$ cat src/rtl/evt_irq_pkg.sv
package evt_irq_pkg;
  localparam int ADDR_W = 2;

  typedef enum logic [ADDR_W-1:0] {
    ADR_STATUS = 2'd0,
    ADR_MASK   = 2'd1,
    ADR_CFG    = 2'd2,
    ADR_RSVD   = 2'd3
  } reg_addr_e;

  // bit1 = active level high, bit0 = pulse format
  typedef struct packed {
    logic act_high;
    logic pulse;
  } out_cfg_t;

  function automatic int pulse_cycles(input int div, input int n_dclk);
    return div * n_dclk;
  endfunction

  function automatic logic pin_level(input logic active, input logic act_high);
    return act_high ? active : ~active;
  endfunction
endpackage

$ cat src/rtl/evt_status_bank.sv
module evt_status_bank #(
  parameter int W = 24
) (
  input  logic         clk,
  input  logic         rst_n,
  input  logic [W-1:0] evt_i,
  input  logic         clr_we,
  input  logic         mask_we,
  input  logic [W-1:0] wdata_i,
  output logic [W-1:0] status_o,
  output logic [W-1:0] mask_o,
  output logic         pending_o
);
  logic [W-1:0] status_q, mask_q, clr_bits;

  assign clr_bits = clr_we ? wdata_i : '0;

  always_ff @(posedge clk or negedge rst_n) begin
    if (!rst_n) begin
      status_q <= '0;
      mask_q   <= '0;
    end else begin
      status_q <= (status_q & ~clr_bits) | evt_i;
      if (mask_we) mask_q <= wdata_i;
    end
  end

  assign status_o  = status_q;
  assign mask_o    = mask_q;
  assign pending_o = |(status_q & mask_q);

  p_set_wins_r4: assert property (@(posedge clk) disable iff (!rst_n)
    clr_we |=> ((status_q & $past(evt_i)) == $past(evt_i)));
  p_w1c_r3: assert property (@(posedge clk) disable iff (!rst_n)
    clr_we |=> (status_q == (($past(status_q) & ~$past(wdata_i)) | $past(evt_i))));
  p_sticky_r2: assert property (@(posedge clk) disable iff (!rst_n)
    !clr_we |=> (status_q == ($past(status_q) | $past(evt_i))));
  p_mask_wr_r5: assert property (@(posedge clk) disable iff (!rst_n)
    mask_we |=> (mask_q == $past(wdata_i)));
endmodule

$ cat src/rtl/evt_pulse_timer.sv
module evt_pulse_timer #(
  parameter int LEN = 4
) (
  input  logic clk,
  input  logic rst_n,
  input  logic cond_i,
  output logic rise_o,
  output logic busy_o
);
  localparam int CW = $clog2(LEN + 1);
  logic          cond_q;
  logic [CW-1:0] cnt_q;

  assign rise_o = cond_i & ~cond_q;
  assign busy_o = (cnt_q != '0);

  always_ff @(posedge clk or negedge rst_n) begin
    if (!rst_n) begin
      cond_q <= 1'b0;
      cnt_q  <= '0;
    end else begin
      cond_q <= cond_i;
      if (rise_o)       cnt_q <= CW'(LEN);
      else if (busy_o)  cnt_q <= cnt_q - 1'b1;
    end
  end

  p_pulse_load_r9: assert property (@(posedge clk) disable iff (!rst_n)
    rise_o |=> (cnt_q == CW'(LEN)));
  p_count_down_r8: assert property (@(posedge clk) disable iff (!rst_n)
    (!rise_o && busy_o) |=> (cnt_q == $past(cnt_q) - 1'b1));
  p_bound_r8: assert property (@(posedge clk) disable iff (!rst_n)
    cnt_q <= CW'(LEN));
endmodule

$ cat src/rtl/evt_irq_ctrl.sv
module evt_irq_ctrl
  import evt_irq_pkg::*;
#(
  parameter int W           = 24,
  parameter int DCLK_DIV    = 4,
  parameter int PULSE_DCLKS = 1
) (
  input  logic              clk,
  input  logic              rst_n,
  input  logic [W-1:0]      evt_i,
  input  logic              wr_en,
  input  logic [ADDR_W-1:0] addr,
  input  logic [W-1:0]      wdata,
  output logic [W-1:0]      rdata,
  output logic              irq_o
);
  localparam int PLEN = pulse_cycles(DCLK_DIV, PULSE_DCLKS);

  // named internal events
  logic         wr_status, wr_mask, wr_cfg;
  logic         pending, rise, busy, active;
  logic [W-1:0] status, mask;
  out_cfg_t     cfg_q;

  assign wr_status = wr_en && (addr == ADR_STATUS);
  assign wr_mask   = wr_en && (addr == ADR_MASK);
  assign wr_cfg    = wr_en && (addr == ADR_CFG);

  evt_status_bank #(.W(W)) u_bank (
    .clk(clk), .rst_n(rst_n), .evt_i(evt_i),
    .clr_we(wr_status), .mask_we(wr_mask), .wdata_i(wdata),
    .status_o(status), .mask_o(mask), .pending_o(pending)
  );

  evt_pulse_timer #(.LEN(PLEN)) u_timer (
    .clk(clk), .rst_n(rst_n), .cond_i(pending),
    .rise_o(rise), .busy_o(busy)
  );

  always_ff @(posedge clk or negedge rst_n) begin
    if (!rst_n)      cfg_q <= '0;
    else if (wr_cfg) cfg_q <= out_cfg_t'(wdata[1:0]);
  end

  always_comb begin
    case (reg_addr_e'(addr))
      ADR_STATUS: rdata = status;
      ADR_MASK:   rdata = mask;
      ADR_CFG:    rdata = {{(W-2){1'b0}}, cfg_q};
      default:    rdata = '0;
    endcase
  end

  assign active = cfg_q.pulse ? busy : pending;
  assign irq_o  = pin_level(active, cfg_q.act_high);

  p_level_r7: assert property (@(posedge clk) disable iff (!rst_n)
    !cfg_q.pulse |-> (irq_o == (cfg_q.act_high ? |(status & mask) : ~|(status & mask))));
  p_pulse_idle_r8: assert property (@(posedge clk) disable iff (!rst_n)
    (cfg_q.pulse && !busy) |-> (irq_o == ~cfg_q.act_high));
  p_masked_off_r6: assert property (@(posedge clk) disable iff (!rst_n)
    (!cfg_q.pulse && ((status & mask) == '0)) |-> (irq_o == ~cfg_q.act_high));
  p_rsvd_r10: assert property (@(posedge clk) disable iff (!rst_n)
    (addr == ADR_RSVD) |-> (rdata == '0));
  p_cfg_hold_r10: assert property (@(posedge clk) disable iff (!rst_n)
    !wr_cfg |=> $stable(cfg_q));
endmodule

$ cat config.mk
export PLATFORM = sky130hd
export DESIGN_NAME = evt_irq_ctrl
export DESIGN_NICKNAME = d
export VERILOG_FILES = /design/src/rtl/evt_irq_pkg.sv /design/src/rtl/evt_status_bank.sv /design/src/rtl/evt_pulse_timer.sv /design/src/rtl/evt_irq_ctrl.sv
export SDC_FILE = /design/constraint.sdc
export NUM_CORES = 1
export LEC_CHECK = 0
export ABC_AREA = 1
export CORE_MARGIN = 5
export CORE_UTILIZATION = 43
export DETAILED_ROUTE_END_ITERATION = 6
export PLACE_DENSITY = 0.77
export SYNTH_ARGS = -nofsm -noshare
export SYNTH_HDL_FRONTEND = slang
export SYNTH_SLANG_ARGS = --single-unit
export TNS_END_PERCENT = 20
$ cat constraint.sdc
create_clock -name clk -period 1.1 [get_ports clk]
set_clock_uncertainty 0.05 [all_clocks]
set_input_delay 0.11 -clock clk [delete_from_list [all_inputs] [get_ports clk]]
set_output_delay 0.11 -clock clk [all_outputs]
set_load 0.1 [all_outputs]
; Word level (Yosys, flattened, before mapping)
; Cells that the tools add are included.
[totals]
reg_bits = 54
out_inout_bits = 25
elab_cells = 29
[classes]
bitwise_logic = 7
addsub = 1
reduce_logical = 7
n_eq_ne = 2
n_mux = 6
[op_table]
columns = cell, count
row1 = 24-bit case mux with 3 select lines, 1
row2 = 24-bit AND, 2
row3 = 24-bit 2-to-1 mux, 1
row4 = 24-bit inverter, 1
row5 = 24-bit bitwise OR, 1
row6 = 24-bit OR reduction, 1
row7 = 3-bit 2-to-1 mux, 2
row8 = 1-bit logical AND, 3
row9 = 3-bit nonzero test, 1
row10 = "3-bit by 1-bit subtractor with 3-bit output, second input constant", 1
row11 = "2-bit by 1-bit equality test with 1-bit output, second input constant", 1
row12 = "2-bit equality test, second input constant", 1
row13 = 2-bit logical NOT, 1
row14 = 1-bit 2-to-1 mux, 2
row15 = 1-bit inverter, 2
row16 = 2-bit nonzero test, 1
row17 = 1-bit AND, 1

; Longest topological paths before layout
[logic_depth]
word_depth = 6
mapped_depth = 9
mapped_depth_nobuf = 9

; Modules after synthesis
; A second synthesis with hierarchy kept.
[unflattened]
hier_cells = 301
area_unflattened_um2 = 2812.7
[modules_own_cells]
columns = mod, instances, cells_each, area_per_inst_um2
row1 = evt_status_bank, 1, 168, 2049.5
row2 = evt_irq_ctrl, 1, 108, 556.8
row3 = evt_pulse_timer, 1, 25, 206.4

; Least setup slack after synthesis
; Ideal clock, no wire load.
[synth_timing]
path_type = register to output
startpoint = register u_bank.status_q[14], in the netlist u_bank.status_o[14]
endpoint = output irq_o
path_stages_with_launch = 10
setup_slack_ns = -0.636
path_buffers = 0
arrival_ns = 1.576
cell_sequence = dfrtp_1 > nand2_1 > nand2_1 > nor2_1 > nand2_1 > nor2_1 > nand2_1 > nand2_1 > nand3_1 > nand2_1
[synth_between]
elab_chain_cells = 5
[synth_lines]
columns = item, line_no
row1 = from (decl), evt_status_bank.sv:14  ; logic [W-1:0] status_q, mask_q, clr_bits;
row2 = from (signal assigned), evt_status_bank.sv:23  ; status_q <= (status_q & ~clr_bits) | evt_i;
row3 = 24-bit AND *, evt_status_bank.sv:30  ; assign pending_o = |(status_q & mask_q);
row4 = 24-bit OR reduction *, evt_status_bank.sv:30
row5 = named net pending, evt_irq_ctrl.sv:21  ; logic pending, rise, busy, active;
row6 = 1-bit 2-to-1 mux *, evt_irq_ctrl.sv:54  ; assign active = cfg_q.pulse ? busy : pending;
row7 = 1-bit inverter, evt_irq_pkg.sv:22  ; return act_high ? active : ~active;
row8 = 1-bit 2-to-1 mux *, evt_irq_pkg.sv:22
row9 = to (decl), evt_irq_ctrl.sv:15  ; output logic irq_o
; Mark *: on every way through the listed nets, which the timed path passes. The rest lies on a longest branch.

; Worst setup path in the final report
[layout_timing]
startpoint = register u_bank.status_q[4], in the netlist u_bank.status_o[4]
endpoint = output irq_o
; Same word-level chain as after synthesis.

==> metrics.cfg <==
[status]
status=complete, but fails checks
violations=negative setup slack

[worst_setup_path]
crit_start=u_bank.status_o[4]
r2r-start=u_bank.status_o[4]
cp-end-kind=output port
cp.arrival_ns=1.68
regToRegSetupSlack_ns=-0.27
cp.required_ns=0.94
setup.worst_path.start_class=flip-flop
cp_max_fo=2
worstSetupPathType=reg2out

[sta]
worst_slew_pin_slew_ns=0.285
fin_crit_sh_pct=168
worst_slack_ns=-0.745
slew_violations=0
setup_violations=29
timing.final.crit_period_ns=1.84
fmax_mhz=542
fin_setup_tns_ns=-8.90
slew_headroom_pct=81.0
rsz0062_at_grt=yes
hold_viol_final=0

[detailed_routing]
wire_per_inst_microns=14.7
drc=0
num_vias=2686
drt-pass1-iter-count=4
vias_per_cell=4.95
drt_iter0_drc=125
ant_nets=0
wl_microns=7960

[clock_tree]
cts.path.max_buffers=2
clk_pin_slew_ns=0.09
cts_tree=yes
htreeDepth=2
cts_root_buffer=clkbuf_8
cts.sink_count=54
clk_latency_ns=0.29
numCtsBuffers=5

[die]
coreArea_sq_mm=0.00596
ios=78
die_x_microns=88.3
die_h_microns=88.3
rows=28
die_area_sq_mm=0.00780
start_util_pct=44.3

[yosys]
ys_seq_area_share_pct=51.2
synthCells=322
syn_area_per_cell_sq_um=8.19
syn_area_sq_mm=0.00264
syn_nets=377
synth.distinct_cells=21
synthTopCellsByArea=dfrtp_1 (51%), nand2_1 (14%), inv_1 (8.1%), a22o_1 (7.3%), o21ai_0 (5.9%)
synth_top_area_cell=dfrtp_1
ys_warn_count=0
ys_ff_latch=54
yosysTopAreaCellShare_pct=51.2

[finish]
fill_cells=377
fin_nets=522
antenna_cells=0
layout-drive-gt1-share_pct=31.2
fin_cells=543
area_growth_pct=80.2
multi_input_area_sq_mm=0.00124
layout.area.seq_sq_mm=0.00135
design_area_sq_mm=0.00475

[placement]
place_ws_ns=-0.547
port_buffers=77
dpl.hpwl_microns=5350
dp.cells=525
place_area_sq_mm=0.00429
place_congestion=0.824

[min_path]
min-delay-start=evt_i[4]
worstHoldPathType=in2reg

[global_route]
grt_antenna_before_repair=0
grt_pass1_vias=2792
grt_use_total_pct=20.7
grt-ovfl-total=0
grt_max_degree=55
grt_pass1_wl_microns=12600

[flow_run]
cap_violations=0

[power]
p_per_area_mw_per_mm2=1380
totalPowerFinal_mw=6.54
irDropWorstVdd_mv=0.807
leakage_nw=2.33

==> critical path, stage by stage, from the launching register on <==
cell and delay [ns]:
dfrtp_1 0.41, nand2_1 0.10, nand2_1 0.07, nor2_1 0.11, nand2_1 0.07, nor2_2 0.10, nand2_1 0.08, nand2_1 0.08
nand3_2 0.11, nand2_8 0.09, buf_12 0.17
==> report_power, final <==
| group | switching, mW | internal, mW | leakage (nW) | total [mW] |
|---|---|---|---|---|
| logic | 1.65 | 1.43 | 1.69 | 3.08 |
| clock network | 0.581 | 0.509 | 0.0482 | 1.09 |
| registers | 0.145 | 2.23 | 0.588 | 2.37 |
==> sequential cells by signal (all words and copies together), names as in the netlist <==
signal	flops
u_bank.mask_o	24
u_timer.cnt_q	3
cfg_q	2
u_bank.status_o	24
u_timer.cond_q	1
==> through the flow <==
| step | hold WS, ns | utilization (%) |
|---|---|---|
| finish | 0.278 | 79.8 |
| global route | 0.271 | 79.8 |
| CTS | 0.270 | 78.0 |
| detailed placement | 0.0866 | 72.0 |
| global placement | 0.0743 | 72.0 |
| floorplan | -0.236 | - |
==> cells by family (layout without fill, tap and decap cells) <==
logic type	count (synthesis)	after routing	synth area share [%]
compound gates	75	75	18.0
xor+xnor	2	2	0.664
fa+ha+maj	2	2	0.949
buf+inv	69	215	11.0
flops	54	54	51.2
simple gates	120	120	18.2
==> path summary, 6_finish.rpt <==
path	cells after the start	endpoint
max in group asynchronous	3	u_bank.status_o[16]
worst min register to register	2	u_bank.status_o[20]
min in group asynchronous	3	u_bank.mask_o[7]
worst max-delay path	10	irq_o
worst max register to register	9	u_timer.cnt_q[1]
worst min-delay path	3	u_bank.status_o[4]
==> Yosys cell counts, drive strengths merged <==
master and count:
nand2 100, inv 58, dfrtp 54, o21ai 51
a22o 22, nor2 11, buf 10, nand3 9
ha 2, a21oi 1, clkbuf 1, o21a 1
xnor2 1, xor2 1
==> cell type report <==
class,count,area share (%)
repair buffers,149,37.1
flip-flops and latches,54,28.4
multi-input cells,199,26.0
inverters,58,4.58
well taps,75,1.97
clock buffers,7,1.82
clock inverters,1,0.105
==> what timing repair did <==
action                                  4_1_cts  5_1_grt
pin swaps                                    21       13
hold buffers                                  1        0
endpoints found under the hold margin        54        0
endpoints found under the setup margin       77       38
gates resized for setup                      55       25
gates cloned                                  1        0
setup buffers                                 5        8
==> cell usage in the layout (no fill, tap or decap), types with 2 or more instances in the layout <==
master           count
nand2_1             95
inv_1               57
dfrtp_1             54
clkdlybuf4s50_1     49
buf_6               37
buf_12              30
buf_4               29
o21ai_1             27
a22o_4              20
o21ai_0             20
nor2_1               6
clkbuf_8             6
nand3_2              5
nand3_1              4
o21ai_2              4
nand2_2              3
nor2_2               3
nor2_4               2
a22o_1               2
ha_1                 2
==> layer usage <==
layer	global-route usage, %	routed length, microns	vias to the layer above
li1	-	-	1300
met1	24.8	3130	1285
met2	36.8	4280	79
met3	3.26	312	22
met4	8.52	239	0
met5	0	0	-
Note: power is estimated with default switching activity, not from simulation.
